$ cat src/rtl/dual_issue_pkg.sv
`timescale 1ns/1ps
package dual_issue_pkg;

  // Why the current pair did or did not dual-issue (priority order in arbiter)
  typedef enum logic [2:0] {
    PC_PAIRED  = 3'd0,
    PC_ALONE   = 3'd1,
    PC_COMPLEX = 3'd2,
    PC_CONTROL = 3'd3,
    PC_PRIMARY = 3'd4,
    PC_RAW     = 3'd5,
    PC_WAW     = 3'd6,
    PC_IDLE    = 3'd7
  } pair_cause_e;

  localparam int ADV_W = 2;

  function automatic logic [ADV_W-1:0] adv_count(input logic go, input logic pair);
    if (!go)  return ADV_W'(0);
    if (pair) return ADV_W'(2);
    return ADV_W'(1);
  endfunction

endpackage

$ cat src/rtl/di_hazard.sv
`timescale 1ns/1ps
module di_hazard #(
  parameter int REG_W = 5
) (
  input  logic             clk,
  input  logic             rst_n,
  input  logic [REG_W-1:0] old_dst_i,
  input  logic [REG_W-1:0] yng_dst_i,
  input  logic [REG_W-1:0] yng_srca_i,
  input  logic [REG_W-1:0] yng_srcb_i,
  output logic             raw_o,
  output logic             waw_o
);

  localparam logic [REG_W-1:0] NULL_REG = '0;

  // a live register equal to another: register 0 never matches
  function automatic logic live_match(input logic [REG_W-1:0] w, input logic [REG_W-1:0] r);
    return (w != NULL_REG) && (w == r);
  endfunction

  assign raw_o = live_match(old_dst_i, yng_srca_i) | live_match(old_dst_i, yng_srcb_i);
  assign waw_o = live_match(old_dst_i, yng_dst_i);

  a_r7_null_dst_no_dep: assert property (@(posedge clk) disable iff (!rst_n)
    (old_dst_i == NULL_REG) |-> (!raw_o && !waw_o));

  a_r3_srcb_dep_seen: assert property (@(posedge clk) disable iff (!rst_n)
    ((old_dst_i != NULL_REG) && (old_dst_i == yng_srcb_i)) |-> raw_o);

endmodule

$ cat src/rtl/di_pair_arb.sv
`timescale 1ns/1ps
module di_pair_arb
  import dual_issue_pkg::*;
(
  input  logic             clk,
  input  logic             rst_n,
  input  logic             stall_i,
  input  logic             old_vld_i,
  input  logic             yng_vld_i,
  input  logic             old_cplx_i,
  input  logic             yng_cplx_i,
  input  logic             old_jmp_i,
  input  logic             old_jcc_i,
  input  logic             old_setcc_i,
  input  logic             old_ponly_i,
  input  logic             yng_jmp_i,
  input  logic             yng_jcc_i,
  input  logic             yng_setcc_i,
  input  logic             yng_ponly_i,
  input  logic             raw_i,
  input  logic             waw_i,
  output logic             go_o,
  output logic             pair_o,
  output pair_cause_e      cause_o,
  output logic [ADV_W-1:0] adv_o
);

  logic old_ctrl;   // older slot redirects fetch
  logic cc_link;    // flag producer followed by flag consumer: no block
  logic no_block;   // independent restatement used by the checks below

  assign old_ctrl = old_jmp_i | old_jcc_i;
  assign cc_link  = old_setcc_i & yng_jcc_i;
  assign no_block = !old_cplx_i && !yng_cplx_i && !old_jmp_i && !old_jcc_i &&
                    !yng_ponly_i && !raw_i && !waw_i;

  always_comb begin
    if (stall_i || !old_vld_i)        cause_o = PC_IDLE;
    else if (!yng_vld_i)              cause_o = PC_ALONE;
    else if (old_cplx_i | yng_cplx_i) cause_o = PC_COMPLEX;
    else if (old_ctrl)                cause_o = PC_CONTROL;
    else if (yng_ponly_i)             cause_o = PC_PRIMARY;
    else if (raw_i)                   cause_o = PC_RAW;
    else if (waw_i)                   cause_o = PC_WAW;
    else                              cause_o = PC_PAIRED;
  end

  assign go_o   = (cause_o != PC_IDLE);
  assign pair_o = (cause_o == PC_PAIRED);
  assign adv_o  = adv_count(go_o, pair_o);

  a_r1_no_complex_pair: assert property (@(posedge clk) disable iff (!rst_n)
    pair_o |-> (!old_cplx_i && !yng_cplx_i));

  a_r2_no_pair_after_jump: assert property (@(posedge clk) disable iff (!rst_n)
    (old_jmp_i || old_jcc_i) |-> !pair_o);

  a_r2_young_jump_ok: assert property (@(posedge clk) disable iff (!rst_n)
    (go_o && yng_vld_i && no_block && yng_jmp_i) |-> pair_o);

  a_r5_cc_then_jcc_pairs: assert property (@(posedge clk) disable iff (!rst_n)
    (go_o && yng_vld_i && no_block && cc_link) |-> pair_o);

  a_r6_young_primary_alone: assert property (@(posedge clk) disable iff (!rst_n)
    yng_ponly_i |-> !pair_o);

  a_r6_old_primary_ok: assert property (@(posedge clk) disable iff (!rst_n)
    (go_o && yng_vld_i && no_block && old_ponly_i && !yng_setcc_i) |-> pair_o);

  a_r8_idle_adv_zero: assert property (@(posedge clk) disable iff (!rst_n)
    (stall_i || !old_vld_i) |-> (adv_o == 2'd0));

  a_r10_alone_when_single: assert property (@(posedge clk) disable iff (!rst_n)
    (!stall_i && old_vld_i && !yng_vld_i) |-> (adv_o == 2'd1));

endmodule

$ cat src/rtl/di_issue_reg.sv
`timescale 1ns/1ps
module di_issue_reg #(
  parameter int TAG_W = 6
) (
  input  logic             clk,
  input  logic             rst_n,
  input  logic             go_i,
  input  logic             pair_i,
  input  logic [TAG_W-1:0] old_tag_i,
  input  logic [TAG_W-1:0] yng_tag_i,
  output logic             pp_vld_o,
  output logic [TAG_W-1:0] pp_tag_o,
  output logic             sp_vld_o,
  output logic [TAG_W-1:0] sp_tag_o
);

  always_ff @(posedge clk or negedge rst_n) begin
    if (!rst_n) begin
      pp_vld_o <= 1'b0;
      sp_vld_o <= 1'b0;
      pp_tag_o <= '0;
      sp_tag_o <= '0;
    end else begin
      pp_vld_o <= go_i;
      sp_vld_o <= go_i & pair_i;
      pp_tag_o <= go_i ? old_tag_i : '0;
      sp_tag_o <= (go_i & pair_i) ? yng_tag_i : '0;
    end
  end

  a_r9_primary_follows_go: assert property (@(posedge clk) disable iff (!rst_n)
    go_i |=> (pp_vld_o && pp_tag_o == $past(old_tag_i)));

  a_r9_primary_quiet: assert property (@(posedge clk) disable iff (!rst_n)
    !go_i |=> !pp_vld_o);

  a_r9_secondary_needs_primary: assert property (@(posedge clk) disable iff (!rst_n)
    sp_vld_o |-> pp_vld_o);

  a_r11_reset_quiet: assert property (@(posedge clk)
    !rst_n |-> (!pp_vld_o && !sp_vld_o));

endmodule

$ cat src/rtl/dual_issue_pair.sv
`timescale 1ns/1ps
module dual_issue_pair
  import dual_issue_pkg::*;
#(
  parameter int REG_W = 5,
  parameter int TAG_W = 6
) (
  input  logic             clk,
  input  logic             rst_n,
  input  logic             stall_i,
  input  logic             old_vld_i,
  input  logic [TAG_W-1:0] old_tag_i,
  input  logic             old_cplx_i,
  input  logic             old_jmp_i,
  input  logic             old_jcc_i,
  input  logic             old_setcc_i,
  input  logic             old_ponly_i,
  input  logic [REG_W-1:0] old_dst_i,
  input  logic [REG_W-1:0] old_srca_i,
  input  logic [REG_W-1:0] old_srcb_i,
  input  logic             yng_vld_i,
  input  logic [TAG_W-1:0] yng_tag_i,
  input  logic             yng_cplx_i,
  input  logic             yng_jmp_i,
  input  logic             yng_jcc_i,
  input  logic             yng_setcc_i,
  input  logic             yng_ponly_i,
  input  logic [REG_W-1:0] yng_dst_i,
  input  logic [REG_W-1:0] yng_srca_i,
  input  logic [REG_W-1:0] yng_srcb_i,
  output logic [1:0]       adv_o,
  output logic             pp_vld_o,
  output logic [TAG_W-1:0] pp_tag_o,
  output logic             sp_vld_o,
  output logic [TAG_W-1:0] sp_tag_o
);

  logic        raw_hit;
  logic        waw_hit;
  logic        issue_go;
  logic        issue_pair;
  pair_cause_e pair_cause;
  logic [ADV_W-1:0] adv_w;
  logic        old_src_seen;  // older sources only matter to earlier stages

  assign old_src_seen = |{old_srca_i, old_srcb_i};

  di_hazard #(.REG_W(REG_W)) u_hazard (
    .clk        (clk),
    .rst_n      (rst_n),
    .old_dst_i  (old_dst_i),
    .yng_dst_i  (yng_dst_i),
    .yng_srca_i (yng_srca_i),
    .yng_srcb_i (yng_srcb_i),
    .raw_o      (raw_hit),
    .waw_o      (waw_hit)
  );

  di_pair_arb u_arb (
    .clk         (clk),
    .rst_n       (rst_n),
    .stall_i     (stall_i),
    .old_vld_i   (old_vld_i),
    .yng_vld_i   (yng_vld_i),
    .old_cplx_i  (old_cplx_i),
    .yng_cplx_i  (yng_cplx_i),
    .old_jmp_i   (old_jmp_i),
    .old_jcc_i   (old_jcc_i),
    .old_setcc_i (old_setcc_i),
    .old_ponly_i (old_ponly_i),
    .yng_jmp_i   (yng_jmp_i),
    .yng_jcc_i   (yng_jcc_i),
    .yng_setcc_i (yng_setcc_i),
    .yng_ponly_i (yng_ponly_i),
    .raw_i       (raw_hit),
    .waw_i       (waw_hit),
    .go_o        (issue_go),
    .pair_o      (issue_pair),
    .cause_o     (pair_cause),
    .adv_o       (adv_w)
  );

  di_issue_reg #(.TAG_W(TAG_W)) u_issue (
    .clk       (clk),
    .rst_n     (rst_n),
    .go_i      (issue_go),
    .pair_i    (issue_pair),
    .old_tag_i (old_tag_i),
    .yng_tag_i (yng_tag_i),
    .pp_vld_o  (pp_vld_o),
    .pp_tag_o  (pp_tag_o),
    .sp_vld_o  (sp_vld_o),
    .sp_tag_o  (sp_tag_o)
  );

  assign adv_o = adv_w;

  a_r8_adv_two_means_pair: assert property (@(posedge clk) disable iff (!rst_n)
    (adv_o == 2'd2) |=> sp_vld_o);

  a_r4_same_dst_blocks: assert property (@(posedge clk) disable iff (!rst_n)
    ((old_dst_i != '0) && (old_dst_i == yng_dst_i)) |-> (adv_o != 2'd2));

  a_r3_raw_cause: assert property (@(posedge clk) disable iff (!rst_n)
    (pair_cause == PC_RAW) |-> (raw_hit && adv_o == 2'd1));

  a_r7_sources_ignored: assert property (@(posedge clk) disable iff (!rst_n)
    (old_src_seen && adv_o == 2'd2) |-> issue_pair);

endmodule

$ cat config.mk
export PLATFORM = sky130hd
export DESIGN_NAME = dual_issue_pair
export DESIGN_NICKNAME = d
export VERILOG_FILES = /design/src/rtl/dual_issue_pkg.sv /design/src/rtl/di_hazard.sv /design/src/rtl/di_pair_arb.sv /design/src/rtl/di_issue_reg.sv /design/src/rtl/dual_issue_pair.sv
export SDC_FILE = /design/constraint.sdc
export NUM_CORES = 1
export LEC_CHECK = 0
export ABC_AREA = 1
export BUFFER_PORTS_ARGS = -buffer_cell sky130_fd_sc_hd__buf_2
export CAP_MARGIN = 20
export CORE_MARGIN = 5
export CORE_UTILIZATION = 41
export DETAILED_ROUTE_END_ITERATION = 10
export GPL_ROUTABILITY_DRIVEN = 0
export PLACE_DENSITY = 0.84
export SETUP_SLACK_MARGIN = 0.4
export SYNTH_ARGS = -nofsm -noshare
export SYNTH_HDL_FRONTEND = slang
export SYNTH_HIERARCHICAL = 1
export SYNTH_SLANG_ARGS = --single-unit
$ cat constraint.sdc
create_clock -name clk -period 2 [get_ports clk]
set_clock_uncertainty 0.1 [all_clocks]
set_input_delay 0.2 -clock clk [delete_from_list [all_inputs] [get_ports clk]]
set_output_delay 0.2 -clock clk [all_outputs]
set_load 0.02 [all_outputs]
# [Word level (Yosys, flattened, before mapping)]
# Index checks and enable logic that the tools add are counted.
[word_totals] output_inout_bits=16 reg_bits=14 in_bits=57 wordCells=34
[classes] bitwise_logic=4 eq_ne=4 reduce_logical=7 n_mux=15
[ops] operator="$mux W3" count=7
[ops] operator="$eq A5 B5 Y1" count=3
[ops] operator="$mux W6" count=2
[ops] operator="$mux W2" count=4
[ops] operator="$reduce_bool A5 Y1" count=1
[ops] operator="$logic_and A1 B1 Y1" count=3
[ops] operator="$logic_not A3 Y1" count=1
[ops] operator="$ne A3 B3 Y1 const B" count=1
[ops] operator="$or A1 B1 Y1" count=3
[ops] operator="$mux W1" count=2
[ops] operator="$and A1 B1 Y1" count=1
[ops] operator="$logic_not A1 Y1" count=1
[ops] operator="$logic_or A1 B1 Y1" count=1

# [Longest topological paths before layout]
# Gate-level depths: netlist (run 1).
[depth] depth_word=14 depth_mapped=14 mapped_depth_nobuf=14

# [Cells and area by module]
# The synthesis (run 1) kept the hierarchy.
[by_module_without_submodules] mod="di_issue_reg" cells_each=40 n_inst=1 area_each_um2=450.4 seq_area_each_um2=350.3
[by_module_without_submodules] mod="di_hazard" cells_each=56 n_inst=1 area_each_um2=264.0 seq_area_each_um2=0.0
[by_module_without_submodules] mod="di_pair_arb" cells_each=33 n_inst=1 area_each_um2=168.9 seq_area_each_um2=0.0

# [Worst setup path after synthesis (run 1)]
# OpenSTA, ideal clock, no wires.
[synth_path] kind="input-to-output" from="in old_dst_i[4]" to="out adv_o[1]" path_slack_ns=0.526 arrival_ns=1.174 n_path_buf=0 t_required_ns=1.700 path_stages=9 path_cell_list="nor2_1 nand4_1 nand4_1 nand2_1 nor2_2 nand2_1 nand2_1 nand3_2 nor2_1"
[synth_between] elab_chain_cells=14 elab_cells_between_ends=22 cone_classes="eq/ne (4); mux (12); bitwise (1); reduce/logical (5)"
[synth_lines] element="from (decl)" line="dual_issue_pair.sv:18" rtl="input logic [REG_W-1:0] old_dst_i,"
[synth_lines] element="$eq A5 B5 Y1 / $reduce_bool A5 Y1 (equally long branches)" line="di_hazard.sv:19" rtl="return (w != NULL_REG) && (w == r);"
[synth_lines] element="$logic_and A1 B1 Y1" line="di_hazard.sv:19"
[synth_lines] element="$or A1 B1 Y1 (*)" line="di_hazard.sv:22" rtl="assign raw_o = live_match(old_dst_i, yng_srca_i) | live_match(old_dst_i, yng_srcb_i);"
[synth_lines] element="named net raw_hit" line="dual_issue_pair.sv:38" rtl="logic raw_hit;"
[synth_lines] element="$mux W3 (*)" line="di_pair_arb.sv:43" rtl="else if (raw_i) cause_o = PC_RAW;"
[synth_lines] element="$mux W3 (*)" line="di_pair_arb.sv:42" rtl="else if (yng_ponly_i) cause_o = PC_PRIMARY;"
[synth_lines] element="$mux W3 (*)" line="di_pair_arb.sv:41" rtl="else if (old_ctrl) cause_o = PC_CONTROL;"
[synth_lines] element="$mux W3 (*)" line="di_pair_arb.sv:40" rtl="else if (old_cplx_i | yng_cplx_i) cause_o = PC_COMPLEX;"
[synth_lines] element="$mux W3 (*)" line="di_pair_arb.sv:39" rtl="else if (!yng_vld_i) cause_o = PC_ALONE;"
[synth_lines] element="$mux W3 (*)" line="di_pair_arb.sv:38" rtl="if (stall_i || !old_vld_i) cause_o = PC_IDLE;"
[synth_lines] element="$logic_not A3 Y1" line="di_pair_arb.sv:49" rtl="assign pair_o = (cause_o == PC_PAIRED);"
[synth_lines] element="$mux W1 (2 in a row)" line="dual_issue_pkg.sv:20" rtl="if (pair) return ADV_W'(2);"
[synth_lines] element="$mux W2" line="dual_issue_pkg.sv:21" rtl="return ADV_W'(1);"
[synth_lines] element="$mux W2 (*)" line="dual_issue_pkg.sv:20"
[synth_lines] element="to (decl)" line="dual_issue_pair.sv:31" rtl="output logic [1:0] adv_o,"
# The timed path passes the listed nets; every way through them passes the cells marked *. The select of a mux whose other input is x is not followed.

# [Final worst setup path (run 1)]
[layout_path] from="in old_dst_i[2]" to="out adv_o[0]"
[layout_between] elab_chain_cells=14 elab_cells_between_ends=22 cone_classes="eq/ne (4); mux (12); bitwise (1); reduce/logical (5)"
[layout_lines] element="$eq A5 B5 Y1 / $reduce_bool A5 Y1 (equally long branches)" line="di_hazard.sv:19"
[layout_lines] element="$logic_and A1 B1 Y1" line="di_hazard.sv:19"
[layout_lines] element="$or A1 B1 Y1 (*)" line="di_hazard.sv:22"
[layout_lines] element="named net raw_hit" line="dual_issue_pair.sv:38"
[layout_lines] element="$mux W3 (*)" line="di_pair_arb.sv:43"
[layout_lines] element="$mux W3 (*)" line="di_pair_arb.sv:42"
[layout_lines] element="$mux W3 (*)" line="di_pair_arb.sv:41"
[layout_lines] element="$mux W3 (*)" line="di_pair_arb.sv:40"
[layout_lines] element="$mux W3 (*)" line="di_pair_arb.sv:39"
[layout_lines] element="$mux W3 (*)" line="di_pair_arb.sv:38"
[layout_lines] element="named net pair_cause[0]" line="dual_issue_pair.sv:42" rtl="pair_cause_e pair_cause;"
[layout_lines] element="$logic_not A3 Y1 (*)" line="di_pair_arb.sv:49"
[layout_lines] element="named net issue_pair" line="dual_issue_pair.sv:41" rtl="logic issue_pair;"
[layout_lines] element="$mux W1 (2 in a row)" line="dual_issue_pkg.sv:20"
[layout_lines] element="$mux W2 (*)" line="dual_issue_pkg.sv:21"
[layout_lines] element="$mux W2 (*)" line="dual_issue_pkg.sv:20"
# Marks and branches as above.

==> results.ini, run 1 <==
[outcome]
outcome = completed

[global_route]
grt_max_degree = 15
grt_first_pass_wirelength_mm = 3.339
grt_overflow = 0
antenna_found_initial = 0
grt_util_all_layers_pct = 13.23
grt_pass1_vias = 869

[finish]
num-fill-cells = 185
antenna_cells = 0
fin_util_pct = 65.47
drive_gt1_share_pct = 49.73
nNetsFinal = 246
area_growth_pct = 50.29

[sta]
drv_slew = 0
tightest_slew_ps = 294.1
maxSlewHeadroom_pct = 80.39
finalSetupViolations = 0
hold_violations = 0
period_share_pct = 80.90
finalSetupTns_ps = 0
rsz0062_at_grt = true
timing.fmax_ghz = 0.6181
fin_crit_ps = 1618

[drt]
wl_met2_mm = 1.141
top_layer_used = met4
finalWirelength_mm = 2.096
vias_per_cell = 4.341
num_vias = 929
routed-wl-met3_um = 221
drc = 0
postRouteAntennaNets = 0
drt-met1-wl_um = 691
firstDrtPassIters = 4
wl_per_cell_um = 9.794
drtIter0Drc = 14

[die]
die_h_um = 55.89
ios = 73
num_rows = 16
start_util_pct = 43.56
die_area_um2 = 3123
die_w_um = 55.89
core-area_um2 = 1982

[critical_path]
end_kind = output pin
cp_max_fo = 5
cp-start-kind = primary input
cp.arrival_ps = 1320
required_ps = 1700
critical_path_class = primary input to output pin

[synth]
synth_cells = 124
synth_nets = 181
syn_area_per_cell_um2 = 6.962
yosys_warnings = 6
synthesis.area_um2 = 863.3

[clock_network]
clk_path_buf_depth = 2
cts_buffers = 3
cts.clk_slew.worst_paths_ps = 70
cts.sinks = 14
cts_htree_levels = 1
cts_tree = yes
cts-root-buf = clkbuf_4

[power]
powerDensity_nw_per_um2 = 459.8
leakage_nw = 0.8518
vdd_drop_max_mv = 0.3108

[hold_path]
min_path_type = primary input to flop
hold_path.startpoint = old_tag_i[0]
hold_end = u_issue/pp_tag_o[0]$_DFF_PN0_
hold_path_depth = 3

[placed_design]
dp_hpwl_mm = 1.734
portBuffers = 57

[run]
timing.max_cap.violations = 0

==> area by class of cell <==
class,instances,area [um2],share of cell area (%)
multi-input cells,75,401.6,30.95
repair buffers,60,352.8,27.19
inverters,35,136.4,10.51
clock buffers,3,22.52,1.736
flip-flops and latches,14,350.3,27.00
well taps,27,33.78,2.604
==> timing repair <==
action,in CTS,in global routing
endpoints found under the hold margin,14,0
hold buffers,1,0
pin swaps,11,16
endpoints found under the setup margin,2,2
buffers inserted,2,0
gates resized for setup,11,14
==> registers in the layout (all words and copies together) (netlist names) <==
signal,count
u_issue/sp_vld_o,1
u_issue/pp_tag_o,6
u_issue/pp_vld_o,1
u_issue/sp_tag_o,6
==> power breakdown <==
part	switching [W]	internal [W]
Sequential	0.00000120	0.000289
Combinational	0.0000872	0.0000769
Clock	0.0000729	0.0000697
==> worst max-delay path, stage by stage <==
cell,delay (ps)
buf_8,110
inv_4,50
nand2_2,50
nand2_2,70
nand2_2,50
nor2_2,90
nand3_1,80
nand2_1,100
nand2_1,60
nand2_1,50
nand2_1,60
nand2_2,90
nor2_4,40
nor2_2,80
buf_6,120
==> cell usage in the layout, fill, tap and decap left out <==
cell / instances
nand3_1: 2
nor2_4: 3
inv_4: 2
nand2_2: 9
nor2_1: 9
nand4_1: 2
dfrtp_1: 14
buf_2: 49
buf_6: 4
xnor2_1: 6
dlygate4sd3_1: 1
nand3_2: 1
xor2_1: 1
buf_4: 5
clkbuf_4: 3
buf_8: 1
inv_2: 9
inv_1: 24
nand2_1: 35
nor3_2: 1
nor2_2: 5
nand2_4: 1
==> stage by stage <==
step                hold WS (ps)  worst slack, ps  std cells  cell area [um2]  total power (W)
global placement          -6.125            323.4        208             1182        0.0004347
CTS                        8.176            346.3        214             1265        0.0005956
global route               19.61            270.1        214             1297        0.0006377
detailed placement        -3.558            283.8        208             1182        0.0004401
floorplan                 -195.6            546.3        124            863.3        0.0003701
finish                     17.46            382.0        214             1297        0.0005966
==> routing by layer <==
metal  global-route usage, %  up-vias
met4                   5.085        0
met5                       0        -
li1                        -      476
met2                   26.52       43
met3                   4.176        5
met1                   12.07      405
==> how the worst max path moves through the flow <==
stage               end  cells after the start    startpoint  slack, ps
2_1_floorplan  adv_o[1]                      9  old_dst_i[4]        550
3_3_place_gp   adv_o[0]                     12  old_dst_i[4]        320
3_5_place_dp   adv_o[0]                     12  old_dst_i[4]        280
4_1_cts        adv_o[0]                     12  old_dst_i[2]        350
5_1_grt        adv_o[0]                     15  old_dst_i[1]        270
6_report       adv_o[0]                     15  old_dst_i[2]        380
(Power assumes the default switching activity.)
==> run 2: changes to the inputs <==
--- a/config.mk
+++ b/config.mk
@@ -8,11 +8,12 @@
 export ABC_AREA = 1
 export BUFFER_PORTS_ARGS = -buffer_cell sky130_fd_sc_hd__buf_2
 export CAP_MARGIN = 20
+export CORE_ASPECT_RATIO = 0.6
 export CORE_MARGIN = 5
-export CORE_UTILIZATION = 41
+export CORE_UTILIZATION = 34
 export DETAILED_ROUTE_END_ITERATION = 10
 export GPL_ROUTABILITY_DRIVEN = 0
-export PLACE_DENSITY = 0.84
+export PLACE_DENSITY = 0.75
 export SETUP_SLACK_MARGIN = 0.4
 export SYNTH_ARGS = -nofsm -noshare
 export SYNTH_HDL_FRONTEND = slang
==> constraint.sdc (replaced) <==
create_clock -name clk -period 1.35 [get_ports clk]
set_clock_uncertainty 0.1 [all_clocks]
set_input_delay 0.135 -clock clk [delete_from_list [all_inputs] [get_ports clk]]
set_output_delay 0.135 -clock clk [all_outputs]
set_load 0.02 [all_outputs]
==> run 2 against run 1 <==
Via count is 2.5% higher. Die area is 18% higher. Wire length is 28% higher. Core utilization is 0.64 points higher. First-iteration DRC count grew to 3.8 times the previous value. The flow now finishes with violations (negative setup slack). Global-route usage is 0.52 points higher. Combinational power is 88% higher. Largest cell class is now buffers. Design area is 26% higher. Sequential share of layout area is 5.5 points lower.
==> results.ini, run 2 (synthesized netlist as in run 1, its figures left out) <==
[sta]
rsz0062_at_grt = true
finalSetupTns_ps = -1241
tightest_slew_ps = 305.6
maxSlewHeadroom_pct = 79.63
worst_slack_ps = -213.1
timing.fmax_ghz = 0.6397
drv_slew = 0
period_share_pct = 115.8
hold_violations = 0
finalSetupViolations = 9
fin_crit_ps = 1563

[finish]
area_growth_pct = 89.13
num-fill-cells = 218
multiInputGateArea_um2 = 471.7
layout_commonest_cell = buf_2
fin_cells = 230
antenna_cells = 0
final_cell_mix = 36 x buf_2, 35 x nand2_1, 24 x inv_1
regArea_um2 = 350.3
final_area_um2 = 1633
reg_top3 = u_issue/pp_tag_o: 6 flops, u_issue/sp_tag_o: 6 flops
nNetsFinal = 257
drive_gt1_share_pct = 51.52

[outcome]
outcome = finished with violations
violations = negative setup slack

[die]
die_w_um = 75.06
die_h_um = 49.03
ios = 73
start_util_pct = 34.95
die_area_um2 = 3680
num_rows = 14
core-area_um2 = 2470

[power]
fin_total_pwr_w = 0.001070
clkPwrFrac_pct = 30.8
p_comb_share_pct = 28.7
p_sw_share_pct = 26.74
power.switching_w = 0.0002863
leakage_nw = 0.9369
powerDensity_nw_per_um2 = 655.6
p_int_w = 0.0007842
pwr-share-seq_pct = 40.4
vdd_drop_max_mv = 0.2635

[drt]
drtIter0Drc = 53
wl_per_cell_um = 11.69
finalWirelength_mm = 2.689
firstDrtPassIters = 4
vias_per_cell = 4.139
num_vias = 952
postRouteAntennaNets = 0
drc = 0

[placed_design]
placed_cell_area_um2 = 1199
dp_hpwl_mm = 1.838
portBuffers = 57
placed_cells = 213

[global_route]
grt_pass1_vias = 940
grt_util_all_layers_pct = 13.76
grt_overflow = 0
antenna_found_initial = 0
grt_max_degree = 15
grt_first_pass_wirelength_mm = 3.953

[hold_path]
hold_path.startpoint = yng_tag_i[4]
min_path_type = primary input to flop

[critical_path]
startpoint = yng_srcb_i[2]
critical_path_class = primary input to output pin
cp.arrival_ps = 1330
required_ps = 1120
end_kind = output pin
cp_max_fo = 2
cp-start-kind = primary input

[clock_network]
cts.sinks = 14
cts-root-buf = clkbuf_8
cts_buffers = 3
cts.clk_slew.worst_paths_ps = 50
clk_path_buf_depth = 2
cts_htree_levels = 1
cts_tree = yes

[run]
timing.max_cap.violations = 0

==> run 2: changes by cell type in the layout (fill, tap and decap cells not counted), moves of 2 or more <==
| cell | change |
|---|---|
| clkbuf_4 | -3 |
| clkbuf_8 | +3 |
| nor2_4 | +4 |
| nor2_1 | -5 |
| buf_8 | +2 |
| buf_12 | +2 |
| buf_4 | -3 |
| inv_2 | -2 |
| buf_6 | +14 |
| dlygate4sd3_1 | +9 |
| buf_2 | -13 |
==> run 2: worst paths after layout <==
kind / to / slack [ps] / cells after the start
max in group asynchronous: u_issue/pp_tag_o[2]$_DFF_PN0_ / 690 / 2
worst max-delay path: adv_o[0] / -210 / 15
worst min-delay path: u_issue/sp_tag_o[4]$_DFF_PN0_ / 50 / 3
min in group asynchronous: u_issue/sp_tag_o[2]$_DFF_PN0_ / 230 / 2
==> run 2: what timing repair did <==
item / CTS / global route
resized for setup: 45 / 30
pin swaps: 8 / 21
hold endpoints to repair: 23 / 0
hold buffers: 10 / 0
setup buffers: 2 / 2
endpoints found under the setup margin: 23 / 23
==> run 2: metrics by stage <==
stage / util, % / hold WS [ps] / setup slack (ps)
5_1_grt: 66.11 / 47.65 / -314.2
4_1_cts: 61.04 / 5.425 / -203.5
3_3_place_gp: 48.53 / -58.59 / -242.8
3_5_place_dp: 48.53 / -60.14 / -248.9
6_report: 66.11 / 47.59 / -213.1
2_1_floorplan: - / -260.6 / 100.4
==> run 2: power groups by stage <==
stage	clock network, W	registers (W)	logic (W)
after floorplan	0	0.000450	0.000100
after global placement	0	0.000438	0.000215
after detailed placement	0	0.000437	0.000219
after CTS	0.000338	0.000432	0.000272
after global routing	0.000361	0.000433	0.000335
final	0.000330	0.000432	0.000308
==> run 2: worst max-delay path: stages <==
cell,delay [ps]
buf_2,100
inv_1,50
nand2_1,50
nand2_1,80
nand2_2,60
nor2_1,100
nand3_1,100
nand2_2,100
nand2_1,50
nand2_1,70
nand2_1,60
nand2_2,90
nor2_4,50
nor2_2,110
buf_6,120
==> run 2: layer usage <==
metal	part of all wire (%)	routed length [um]	vias to the layer above	GRT usage [%]
li1	-	-	498	-
met1	40	1084	422	17.42
met2	54	1444	26	22.11
met3	3.8	102	6	2.881
met4	2.2	59	0	6.213
met5	0	0	-	0
==> run 2: final cells by class <==
class,count,share of cell area (%)
multi-input combinational,75,28.89
timing repair buffer,71,35.71
sequential,14,21.46
clock buffer,3,2.529
inverter,35,8.965
tap,32,2.452
==> run 3: changes to the inputs <==
--- a/config.mk
+++ b/config.mk
@@ -14,6 +14,7 @@
 export DETAILED_ROUTE_END_ITERATION = 10
 export GPL_ROUTABILITY_DRIVEN = 0
 export PLACE_DENSITY = 0.75
+export RECOVER_POWER = 25
 export SETUP_SLACK_MARGIN = 0.4
 export SYNTH_ARGS = -nofsm -noshare
 export SYNTH_HDL_FRONTEND = slang
==> run 3 against run 2 <==
The flow still finishes with violations (negative setup slack). First-iteration DRC count unchanged. Clock-buffer cell count unchanged. Die area unchanged. Combinational power about the same. Hold slack about the same. Non-clock buffer count unchanged. Power about the same. Critical path depth unchanged. Maximum frequency unchanged. Critical path type unchanged. Critical endpoint unchanged. Highest routed layer unchanged.
==> results.ini, run 3 (synthesized netlist as in run 1, its figures left out) <==
[drt]
firstDrtPassIters = 4
num_vias = 952
drtIter0Drc = 53
finalWirelength_mm = 2.688
postRouteAntennaNets = 0
wl_per_cell_um = 11.69
drc = 0
vias_per_cell = 4.139

[placed_design]
portBuffers = 57
placed_cells = 213
dp_hpwl_mm = 1.838

[critical_path]
cp-start-kind = primary input
end_kind = output pin
cp_slowest_stage_delay_ps = 120
slowest_stage = buf_6
crit_top_cell = nand2_1
cp_top_family = simple AND/OR/NAND/NOR gates
cp.arrival_ps = 1330
path_cells = buf_2 > inv_1 > nand2_1 > nand2_1 > nand2_2 > nor2_1 > nand3_1 > nand2_2 > nand2_1 > nand2_1 > nand2_1 > nand2_2 > nor2_4 > nor2_2 > buf_6
critical_path_class = primary input to output pin
path_buf_inv = 3
cp_max_fo = 2
required_ps = 1120

[global_route]
grt_first_pass_wirelength_mm = 3.953
antenna_found_initial = 0
grt_overflow = 0
grt_max_degree = 15
grt_util_all_layers_pct = 13.76
grt_pass1_vias = 940

[clock_network]
cts.sinks = 14
cts.clk_slew.worst_paths_ps = 50
cts_buffers = 3
cts-root-buf = clkbuf_8
cts_htree_levels = 1
clk_path_buf_depth = 2
cts_tree = yes

[die]
die_w_um = 75.06
start_util_pct = 34.95
num_rows = 14
die_h_um = 49.03
ios = 73
core-area_um2 = 2470
die_area_um2 = 3680

[finish]
antenna_cells = 0
fin_cells = 230
area_growth_pct = 88.98
reg_top3 = u_issue/pp_tag_o: 6 flops, u_issue/sp_tag_o: 6 flops
drive_gt1_share_pct = 51.01
final_cell_mix = 35 x buf_2, 35 x nand2_1, 24 x inv_1
nNetsFinal = 257

[sta]
period_share_pct = 115.8
maxSlewHeadroom_pct = 51.31
drv_slew = 0
holdWs_ps = 47.42
tightest_slew_ps = 730.4
fin_crit_ps = 1563
hold_violations = 0
finalSetupViolations = 9
worst_slack_ps = -213.1
timing.fmax_ghz = 0.6397
rsz0062_at_grt = true

[power]
p_comb_share_pct = 28.7
clkPwrFrac_pct = 30.9
leakage_nw = 0.9341
vdd_drop_max_mv = 0.2635
power.switching_w = 0.0002863
p_int_w = 0.0007837
pwr-share-seq_pct = 40.4
fin_total_pwr_w = 0.001070
p_sw_share_pct = 26.76
powerDensity_nw_per_um2 = 655.8

[hold_path]
hold_path.startpoint = yng_tag_i[4]
hold_end = u_issue/sp_tag_o[4]$_DFF_PN0_
min_path_type = primary input to flop
hold_path_depth = 3

[outcome]
outcome = finished with violations
violations = negative setup slack

[run]
timing.max_cap.violations = 0

==> run 3: layer usage <==
metal	GRT usage [%]	up-vias	wire length (um)
met5	0	-	0
met4	6.213	0	59
met3	2.881	6	102
met2	22.11	26	1443
met1	17.42	422	1084
li1	-	498	-
==> run 3: what timing repair did <==
item                       CTS  global route
setup endpoints to repair   23            23
pin swaps                    8            21
resized for setup           45            30
buffers inserted             2             2
hold buffers                10             0
cloned                       0             0
hold endpoints to repair    23             0
==> run 3: worst max path at each step <==
stage	start	to	slack, ps	cells after the start
final	yng_srcb_i[2]	adv_o[0]	-210	15
after global routing	yng_srcb_i[2]	adv_o[0]	-310	15
after CTS	old_dst_i[4]	adv_o[0]	-200	12
after detailed placement	old_dst_i[4]	u_issue/sp_tag_o[4]$_DFF_PN0_	-250	12
after global placement	old_dst_i[4]	adv_o[0]	-240	12
after floorplan	old_dst_i[1]	adv_o[0]	100	13
==> run 3: through the flow <==
step	cell area, um2	setup slack (ps)	util [%]	TNS [ps]
after floorplan	873.3	100.4	-	0
after global placement	1199	-242.8	48.53	-1986
after detailed placement	1199	-248.9	48.53	-1919
after CTS	1508	-203.5	61.04	-474.8
after global routing	1632	-314.2	66.06	-2088
final	1632	-213.1	66.06	-1241
==> run 3: area by class of cell <==
type	count	area (um2)
fill	219	838.3
timing repair buffer	71	581.8
multi-input combinational	75	471.7
sequential	14	350.3
inverter	35	146.4
clock buffer	3	41.29
tap	32	40.04
==> run 3: power by group through the flow <==
stage                     combinational (W)  sequential, W  clock, W
final                              0.000307       0.000433  0.000330
after CTS                          0.000272       0.000432  0.000338
after global routing               0.000335       0.000433  0.000361
after detailed placement           0.000219       0.000437         0
after global placement             0.000215       0.000438         0
after floorplan                    0.000100       0.000450         0
